--- src/rtl/gr_pkg.sv ---
package gr_pkg;
  localparam int FSR_W         = 128;
  localparam int KEY_W         = 128;
  localparam int IV_W          = 96;
  localparam int ACC_W         = 64;
  localparam int MIX_ROUNDS    = 320;
  localparam int KEYMIX_ROUNDS = 64;
  localparam int INIT_ROUNDS   = MIX_ROUNDS + KEYMIX_ROUNDS;
  localparam int FILL_ROUNDS   = 2 * ACC_W;
  localparam int CNT_W         = $clog2(INIT_ROUNDS);
  localparam int KIDX_W        = $clog2(KEYMIX_ROUNDS);

  typedef enum logic [1:0] {INJ_NONE, INJ_PREOUT, INJ_KEY} inj_e;
  typedef enum logic [2:0] {PH_IDLE, PH_LEAD, PH_INIT, PH_FILL, PH_KS} phase_e;

  // Product terms of the nonlinear feedback (highest index read: 95)
  function automatic logic nl_products(input logic [FSR_W-1:0] b);
    return (b[3] & b[67]) ^ (b[11] & b[13]) ^ (b[17] & b[18]) ^
           (b[27] & b[59]) ^ (b[40] & b[48]) ^ (b[61] & b[65]) ^
           (b[68] & b[84]) ^ (b[22] & b[24] & b[25]) ^
           (b[70] & b[78] & b[82]) ^ (b[88] & b[92] & b[93] & b[95]);
  endfunction

  // Linear part of the nonlinear feedback, evaluated in the round itself
  function automatic logic nl_linear(input logic [FSR_W-1:0] b,
                                     input logic [FSR_W-1:0] s);
    return s[0] ^ b[0] ^ b[26] ^ b[56] ^ b[91] ^ b[96];
  endfunction

  function automatic logic lin_feedback(input logic [FSR_W-1:0] s);
    return s[0] ^ s[7] ^ s[38] ^ s[70] ^ s[81] ^ s[96];
  endfunction

  // Product terms of the filter (highest index read: b95, s94)
  function automatic logic filt_products(input logic [FSR_W-1:0] b,
                                         input logic [FSR_W-1:0] s);
    return (b[12] & s[8]) ^ (s[13] & s[20]) ^ (b[95] & s[42]) ^
           (s[60] & s[79]) ^ (b[12] & b[95] & s[94]);
  endfunction

  function automatic logic filt_linear(input logic [FSR_W-1:0] b,
                                       input logic [FSR_W-1:0] s);
    return s[93] ^ b[2] ^ b[15] ^ b[36] ^ b[45] ^ b[64] ^ b[73] ^ b[89];
  endfunction
endpackage

--- src/rtl/gr_seq.sv ---
module gr_seq
  import gr_pkg::*;
(
  input  logic              clk,
  input  logic              rst,
  input  logic              start,
  input  logic              msg_valid,
  output logic              load,
  output logic              adv,
  output inj_e              inj_sel,
  output logic [KIDX_W-1:0] kidx,
  output logic              fill_acc,
  output logic              fill_sr,
  output logic              accept,
  output logic              odd_step,
  output logic              msg_ready
);
  localparam logic [CNT_W-1:0] MIX_N   = CNT_W'(MIX_ROUNDS);
  localparam logic [CNT_W-1:0] INIT_LST = CNT_W'(INIT_ROUNDS - 1);
  localparam logic [CNT_W-1:0] FILL_LST = CNT_W'(FILL_ROUNDS - 1);
  localparam logic [CNT_W-1:0] ACC_N   = CNT_W'(ACC_W);

  phase_e           ph_q;
  logic [CNT_W-1:0] cnt_q;
  logic             odd_q;
  logic [CNT_W-1:0] kofs;

  assign kofs      = cnt_q - MIX_N;
  assign kidx      = kofs[KIDX_W-1:0];
  assign load      = start;
  assign msg_ready = (ph_q == PH_KS) && !odd_q;
  assign accept    = msg_ready && msg_valid && !start;
  assign odd_step  = (ph_q == PH_KS) && odd_q && !start;
  assign fill_acc  = !start && (ph_q == PH_FILL) && (cnt_q < ACC_N);
  assign fill_sr   = !start && (ph_q == PH_FILL) && (cnt_q >= ACC_N);

  always_comb begin
    adv = 1'b0;
    if (!start) begin
      unique case (ph_q)
        PH_INIT, PH_FILL: adv = 1'b1;
        PH_KS:            adv = odd_q || msg_valid;
        default:          adv = 1'b0;
      endcase
    end
  end

  always_comb begin
    inj_sel = INJ_NONE;
    if (ph_q == PH_INIT)
      inj_sel = (cnt_q < MIX_N) ? INJ_PREOUT : INJ_KEY;
  end

  always_ff @(posedge clk) begin
    if (rst) begin
      ph_q  <= PH_IDLE;
      cnt_q <= '0;
      odd_q <= 1'b0;
    end else if (start) begin
      ph_q  <= PH_LEAD;
      cnt_q <= '0;
      odd_q <= 1'b0;
    end else begin
      unique case (ph_q)
        PH_LEAD: begin
          ph_q  <= PH_INIT;
          cnt_q <= '0;
        end
        PH_INIT: begin
          if (cnt_q == INIT_LST) begin
            ph_q  <= PH_FILL;
            cnt_q <= '0;
          end else begin
            cnt_q <= cnt_q + 1'b1;
          end
        end
        PH_FILL: begin
          if (cnt_q == FILL_LST) begin
            ph_q  <= PH_KS;
            cnt_q <= '0;
            odd_q <= 1'b0;
          end else begin
            cnt_q <= cnt_q + 1'b1;
          end
        end
        PH_KS: begin
          if (odd_q)       odd_q <= 1'b0;
          else if (accept) odd_q <= 1'b1;
        end
        default: ph_q <= PH_IDLE;
      endcase
    end
  end
endmodule

--- src/rtl/gr_fsr_core.sv ---
module gr_fsr_core
  import gr_pkg::*;
(
  input  logic              clk,
  input  logic              rst,
  input  logic              load,
  input  logic              adv,
  input  inj_e              inj_sel,
  input  logic [KIDX_W-1:0] kidx,
  input  logic [KEY_W-1:0]  key,
  input  logic [IV_W-1:0]   iv,
  output logic              preout,
  output logic [FSR_W-1:0]  nfsr_q,
  output logic [FSR_W-1:0]  lfsr_q
);
  localparam int PAD_W = FSR_W - IV_W;
  localparam logic [PAD_W-1:0] PAD = {1'b0, {(PAD_W-1){1'b1}}};

  logic [KEY_W-1:0] key_q;
  logic             gprod_q;   // look-ahead register, nonlinear feedback
  logic             hprod_q;   // look-ahead register, filter
  logic             g_full, f_full, inj_b, inj_s, fb_b, fb_s;
  logic [FSR_W-1:0] b_view, s_view;

  assign preout = hprod_q ^ filt_linear(nfsr_q, lfsr_q);
  assign g_full = gprod_q ^ nl_linear(nfsr_q, lfsr_q);
  assign f_full = lin_feedback(lfsr_q);

  always_comb begin
    unique case (inj_sel)
      INJ_PREOUT: begin inj_b = preout;            inj_s = preout;            end
      INJ_KEY:    begin inj_b = key_q[{1'b0, kidx}]; inj_s = key_q[{1'b1, kidx}]; end
      default:    begin inj_b = 1'b0;              inj_s = 1'b0;              end
    endcase
  end

  assign fb_b = g_full ^ inj_b;
  assign fb_s = f_full ^ inj_s;

  // State as it will be after this edge; bit 127 is never read by product terms
  assign b_view = adv ? {1'b0, nfsr_q[FSR_W-1:1]} : nfsr_q;
  assign s_view = adv ? {1'b0, lfsr_q[FSR_W-1:1]} : lfsr_q;

  always_ff @(posedge clk) begin
    if (rst) begin
      nfsr_q  <= '0;
      lfsr_q  <= '0;
      key_q   <= '0;
      gprod_q <= 1'b0;
      hprod_q <= 1'b0;
    end else if (load) begin
      nfsr_q  <= key;
      lfsr_q  <= {PAD, iv};
      key_q   <= key;
      gprod_q <= 1'b0;
      hprod_q <= 1'b0;
    end else begin
      if (adv) begin
        nfsr_q <= {fb_b, nfsr_q[FSR_W-1:1]};
        lfsr_q <= {fb_s, lfsr_q[FSR_W-1:1]};
      end
      gprod_q <= nl_products(b_view);
      hprod_q <= filt_products(b_view, s_view);
    end
  end
endmodule

--- src/rtl/gr_auth.sv ---
module gr_auth
  import gr_pkg::*;
(
  input  logic             clk,
  input  logic             rst,
  input  logic             clr,
  input  logic             fill_acc,
  input  logic             fill_sr,
  input  logic             take,
  input  logic             m_in,
  input  logic             upd,
  input  logic             y,
  output logic [ACC_W-1:0] acc_q
);
  logic [ACC_W-1:0] sr_q;
  logic             m_q;

  always_ff @(posedge clk) begin
    if (rst || clr) begin
      acc_q <= '0;
      sr_q  <= '0;
      m_q   <= 1'b0;
    end else begin
      if (fill_acc) acc_q <= {y, acc_q[ACC_W-1:1]};
      if (fill_sr)  sr_q  <= {y, sr_q[ACC_W-1:1]};
      if (take)     m_q   <= m_in;
      if (upd) begin
        if (m_q) acc_q <= acc_q ^ sr_q;
        sr_q <= {y, sr_q[ACC_W-1:1]};
      end
    end
  end
endmodule

--- src/rtl/gr_aead_core.sv ---
module gr_aead_core
  import gr_pkg::*;
(
  input  logic             clk,
  input  logic             rst,
  input  logic             start,
  input  logic [KEY_W-1:0] key,
  input  logic [IV_W-1:0]  iv,
  input  logic             msg_valid,
  input  logic             msg_bit,
  output logic             msg_ready,
  output logic             ct_valid,
  output logic             ct_bit,
  output logic [ACC_W-1:0] tag
);
  logic              load, adv, fill_acc, fill_sr, accept, odd_step, y;
  inj_e              inj_sel;
  logic [KIDX_W-1:0] kidx;
  logic [FSR_W-1:0]  nfsr_st, lfsr_st;

  gr_seq u_seq (
    .clk(clk), .rst(rst), .start(start), .msg_valid(msg_valid),
    .load(load), .adv(adv), .inj_sel(inj_sel), .kidx(kidx),
    .fill_acc(fill_acc), .fill_sr(fill_sr), .accept(accept),
    .odd_step(odd_step), .msg_ready(msg_ready)
  );

  gr_fsr_core u_fsr (
    .clk(clk), .rst(rst), .load(load), .adv(adv), .inj_sel(inj_sel),
    .kidx(kidx), .key(key), .iv(iv), .preout(y),
    .nfsr_q(nfsr_st), .lfsr_q(lfsr_st)
  );

  gr_auth u_auth (
    .clk(clk), .rst(rst), .clr(load), .fill_acc(fill_acc),
    .fill_sr(fill_sr), .take(accept), .m_in(msg_bit), .upd(odd_step),
    .y(y), .acc_q(tag)
  );

  always_ff @(posedge clk) begin
    if (rst) begin
      ct_valid <= 1'b0;
      ct_bit   <= 1'b0;
    end else begin
      ct_valid <= accept;
      if (accept) ct_bit <= msg_bit ^ y;
    end
  end
endmodule

--- config.mk ---
export PLATFORM = sky130hd
export DESIGN_NAME = gr_aead_core
export DESIGN_NICKNAME = d
export VERILOG_FILES = /design/src/rtl/gr_pkg.sv /design/src/rtl/gr_seq.sv /design/src/rtl/gr_fsr_core.sv /design/src/rtl/gr_auth.sv /design/src/rtl/gr_aead_core.sv
export SDC_FILE = /design/constraint.sdc
export NUM_CORES = 1
export LEC_CHECK = 0
export BUFFER_PORTS_ARGS = -buffer_cell sky130_fd_sc_hd__buf_4
export CAP_MARGIN = 10
export CELL_PAD_IN_SITES_DETAIL_PLACEMENT = 0
export CELL_PAD_IN_SITES_GLOBAL_PLACEMENT = 2
export CORE_AREA = 2 2 283 229
export DETAILED_ROUTE_END_ITERATION = 8
export DIE_AREA = 0 0 285 231
export GPL_TIMING_DRIVEN = 0
export PLACE_DENSITY = 0.93
export REMOVE_ABC_BUFFERS = 1
export SETUP_SLACK_MARGIN = 0.4
export SYNTH_ARGS = -nofsm -noshare
export SYNTH_HDL_FRONTEND = slang
export SYNTH_SLANG_ARGS = --single-unit
--- constraint.sdc ---
create_clock -name clk -period 4.5 [get_ports clk]
set_input_delay 0.675 -clock clk [delete_from_list [all_inputs] [get_ports clk]]
set_output_delay 0.675 -clock clk [all_outputs]
set_load 0.005 [all_outputs]
; ---- Yosys cells after proc, flatten, opt, wreduce, memory -nomap -nowiden
; Cells that the tools add are included.
[word_totals]
regBits = 530
input_bits = 229
output_inout_bits = 67
elab_cells = 145
[op_classes]
add_sub_neg = 2
eq_ne = 13
bitwise_logic = 57
reduce_logical = 21
magnitude_cmp = 5
mux = 32
[op_table]
columns = cell, n
row1 = $mux 64, 5
row2 = $mux 128, 2
row3 = $mux 127, 2
row4 = $mux 96, 1
row5 = $mux 95, 1
row6 = $xor 64x64->64, 1
row7 = $xor 1x1->1, 35
row8 = $pmux 9 s3, 1
row9 = $and 1x1->1, 20
row10 = $mux 9, 2
row11 = $bmux 1 s6, 2
row12 = $pmux 3 s4, 1
row13 = $add 9x1->9 const B, 1
row14 = $eq 9x7->1 const B, 1
row15 = $eq 9x9->1 const B, 1
row16 = $ge 9x7->1 const B, 1
row17 = $lt 9x7->1 const B, 1
row18 = $lt 9x9->1 const B, 1
row19 = $logic_and 1x1->1, 8
row20 = $lt 6x8->1 const B, 1
row21 = $lt 7x8->1 const B, 1
row22 = $pmux 1 s2, 4
row23 = $mux 1, 7
row24 = $eq 3x2->1 const B, 2
row25 = 17 further kinds, 28

; ---- Logic depth before layout (Yosys ltp)
[depth]
ltp_word = 15
mapped_depth = 10

; ---- Cells and area by module
; Synthesis repeated with hierarchy kept, for this count alone.
[unflattened]
cells_unflattened = 2832
area_unflattened_um2 = 24258.3
[by_module_without_submodules]
columns = mod, seq_area_each_um2, instances, area_per_inst_um2, cells_each
row1 = gr_fsr_core, 7727.4, 1, 17400.4, 1952
row2 = gr_auth, 2582.5, 1, 5923.2, 767
row3 = gr_seq, 260.2, 1, 863.3, 107
row4 = gr_aead_core, 40.0, 1, 71.3, 6

; ---- Least setup slack after synthesis
; Ideal clock, no wire load.
[synth_timing]
path_type = input to register
from = input port start
to = register u_fsr.key_q[10]
path_slack_ns = 2.177
n_path_buf = 4
arrival_time_ns = 2.196
path_stages = 6
setup_ns = 0.128
required_ns = 4.372
cell_sequence = clkbuf_1 clkbuf_1 clkbuf_1 buf_1 mux2i_1 nor2_1
[synth_rtl]
columns = element, line_no
row1 = from (decl), gr_aead_core.sv:6  ; input logic start,
row2 = to (signal assigned), gr_fsr_core.sv:54  ; key_q <= key;
row3 = to (decl), gr_fsr_core.sv:19  ; logic [KEY_W-1:0] key_q;

; ---- Final worst setup path
[layout_timing]
from = input port start
to = register u_auth.acc_q[2]
[layout_via]
elab_chain_cells = 6
word_cells_on_any_way = 8
[layout_lines]
columns = element, line_no
row1 = $logic_not 1->1, "gr_seq.sv:33, gr_seq.sv:34"
row2 = $logic_and 1x1->1 (2 in a row), gr_seq.sv:34  ; assign fill_acc = !start && (ph_q == PH_FILL) && (cnt_q < ACC_N);
row3 = $mux 64, gr_auth.sv:24  ; if (fill_acc) acc_q <= {y, acc_q[ACC_W-1:1]};
row4 = $mux 64, gr_auth.sv:28  ; if (m_q) acc_q <= acc_q ^ sr_q;
row5 = $mux 64, gr_auth.sv:27  ; if (upd) begin
row6 = to (signal assigned), gr_auth.sv:24
row7 = to (signal assigned), gr_auth.sv:28
row8 = to (decl), gr_auth.sv:13  ; output logic [ACC_W-1:0] acc_q
; Several ways; a longest one is shown, not always the timed one.
; A chain may end at the register's enable or synchronous reset.

==> results.toml <==
[floorplanning]
start_util_pct = 36.6
core.rowCount = 83
die_y_um = 231
coreArea_um2 = 63300
dieArea_um2 = 65800
die_x_um = 285
ios = 296

[clock_network]
cts.sinks = 530
clock-root-buffer = "clkbuf_16"
cts_buffers = 57
clkLatencyLatePin_ns = 0.64
cts_tree = "yes"
clkTransAtPathRegs_ns = 0.06
cts-resized-gates = 0
cts.htree.levels = 2
clock_path_buffers = 3

[detailed_routing]
ant_nets = 0
vias_per_cell = 5.14
routed_wl_um = 63300
drt_iter0_markers = 1577
wl_per_cell_um = 15.8
post-route-drc-count = 0
first_pass_iters = 5
via_count = 20600

[logic_synthesis]
synth_top_area_share_pct = 45.8
synth_edf_count = 0
synth_cell_types = 55
synth-seq-cells = 530
syn_inst = 2952
yosys.area.top_type = "dfxtp_1"
syn_avg_cell_area_um2 = 7.85
synth-main-ff-cell = "dfxtp_1"
async_flop_share_pct = 0
synth_warnings = 0
synth_area_um2 = 23200
ys_seq_area_share_pct = 45.8
yosys-top-cells-area = "dfxtp_1 (46%), a21oi_1 (11%), nand2_1 (11%), nor2_1 (7.2%), mux2i_1 (6.0%)"

[setup_path]
crit_fanout = 128
cp_data_arrival_time_ns = 4.17
worst-setup-path-type = "primary input to flop"
endpoint_kind = "flop"
worstRegToRegCells = 8
r2r_slack_ns = 1.11
rr_startpoint = "u_seq.ph_q[2]$_SDFFE_PP0P_"
startpoint_type = "primary input"
r2r-end = "u_fsr.gprod_q$_SDFF_PP0_"
cp.required_ns = 4.98

[timing]
worst_clock_skew_ns = 0.0235
setup-violations-final = 0
min_period_ns = 3.69
relSlewSlack_pct = 28.7
rsz0062_at_grt = "false"
fin_crit_sh_pct = 82.1
drv_slew = 0
max_freq_mhz = 271
finalHoldViolCount = 0
fin_hold_ws_ns = 0.281
worst_slew_pin_slew_ns = 1.07

[flow_run]
cap_violations = 0

[final_layout]
layout.nets = 3330
drive_gt1_share_pct = 15.0
mostFrequentLayoutCells = "nand2_1 (660), dfxtp_1 (528), a21oi_1 (526)"
syn2layout_area_growth_pct = 22.2
finalCoreUtilization_pct = 44.7
stdcell_count = 4001
final_common_cell = "nand2_1"

[grt]
grt_first_pass_wirelength_um = 101000
gr-total-overflow = 0
grt.total_usage_pct = 18.5
antenna_found_initial = 7
grt_max_degree = 143
grt_pass1_vias = 18800

[worst_hold_path]
worstHoldStart = "key[26]"
holdPathStages = 3
holdPathEnd = "u_fsr.nfsr_q[26]$_SDFFE_PP0P_"
hold_path_class = "primary input to flop"

[placement]
dp_hpwl_um = 41500
globalplace.congestion = 0.767
io_buffers = 295
dp_cells = 3888

[power_and_ir_drop]
p_leak_nw = 10.7
vdd_drop_max_mv = 0.281
power_density_nw_per_um2 = 391
finalPower_mw = 11.1

[outcome]
status = "finished, final reports clean"
==> cell families (layout without fill, tap and decap cells) <==
family | Yosys count | count (layout) | synth area share, %
AND/OR/NAND/NOR | 1228 | 1228 | 21.6
buffers and inverters | 247 | 443 | 4.14
other | 0 | 3 | 0
XOR/XNOR | 38 | 38 | 1.62
multiplexers | 177 | 177 | 9.34
AO/OA/AOI/OAI | 731 | 731 | 17.4
flip-flops | 530 | 530 | 45.8
adder cells (fa/ha/maj) | 1 | 1 | 0.0540
==> routing by layer <==
| layer | vias up | share of wire [%] | global-route usage [%] |
|---|---|---|---|
| met3 | 98 | 6.4 | 4.38 |
| met2 | 439 | 46 | 29.5 |
| met1 | 9682 | 46 | 25.2 |
| met4 | 8 | 2.1 | 4.99 |
| li1 | 10300 | - | - |
| met5 | - | 0.070 | 0 |
==> report_power, final <==
part | leakage [nW] | switching [mW] | internal (mW)
combinational | 5.32 | 0.565 | 0.455
clock | 0.994 | 2.03 | 2.98
sequential | 4.35 | 0.126 | 4.90
==> synth_stat cells (14+ instances only) <==
cell	count
a21oi_1	527
mux2i_1	140
dfxtp_1	530
a221oi_1	63
nand2_1	660
xnor2_1	23
clkbuf_1	200
o21ai_0	73
nor3b_1	70
buf_2	14
mux4_2	24
buf_1	28
nor2_1	444
a31oi_1	34
==> sequential cells by signal, summed over array words and instances (netlist names) <==
register,cells
ct_valid,1
u_seq.ph_q,3
u_seq.odd_q,1
u_fsr.lfsr_q,128
u_fsr.gprod_q,1
u_auth.acc_q,64
u_auth.sr_q,64
ct_bit,1
u_fsr.nfsr_q,128
u_fsr.hprod_q,1
u_seq.cnt_q,9
u_fsr.key_q,128
u_auth.m_q,1
==> timing repair <==
| item | 4_1_cts | 5_1_grt |
|---|---|---|
| setup buffers | 3 | 0 |
| hold buffers | 0 | 0 |
| endpoints found under the setup margin | 35 | 0 |
==> final cells by class <==
class / count / area (µm²)
Fill cell: 6240 / 35000
Clock buffer: 82 / 1660
Multi-Input combinational cell: 2175 / 11600
Antenna cell: 3 / 7.51
Clock inverter: 25 / 367
Inverter: 3 / 11.3
Tap cell: 850 / 1060
Timing Repair Buffer: 333 / 2950
Sequential cell: 530 / 10600
==> per-stage QoR <==
stage               setup TNS, ns  instance area, µm²  worst slack (ns)
floorplan                -1467.20               22200             -6.23
global placement         -4426.66               25500            -14.82
detailed placement         -19.30               26300            -0.407
CTS                             0               28300             0.927
global route                    0               28300             0.460
finish                          0               28300             0.808
==> critical path, stage by stage <==
cell and delay, ns:
buf_8 0.35, buf_16 0.45, clkinv_1 0.97, nand4_1 0.40, buf_4 0.17, buf_4 0.15, buf_8 0.19, buf_8 0.18
o21ai_0 0.10, a221oi_1 0.29, nor2_1 0.06
==> how the worst max path moves through the flow <==
stage	start	depth (start not counted)	endpoint
after floorplan	u_seq.ph_q[0]$_SDFFE_PP0P_	6	u_fsr.nfsr_q[127]$_SDFFE_PP0P_
after global placement	u_seq.ph_q[0]$_SDFFE_PP0P_	6	u_fsr.gprod_q$_SDFF_PP0_
after detailed placement	start	9	u_auth.acc_q[43]$_SDFF_PP0_
after CTS	start	11	u_auth.acc_q[4]$_SDFF_PP0_
after global routing	start	11	u_auth.acc_q[17]$_SDFF_PP0_
final	start	11	u_auth.acc_q[2]$_SDFF_PP0_
(Power assumes the default switching activity.)
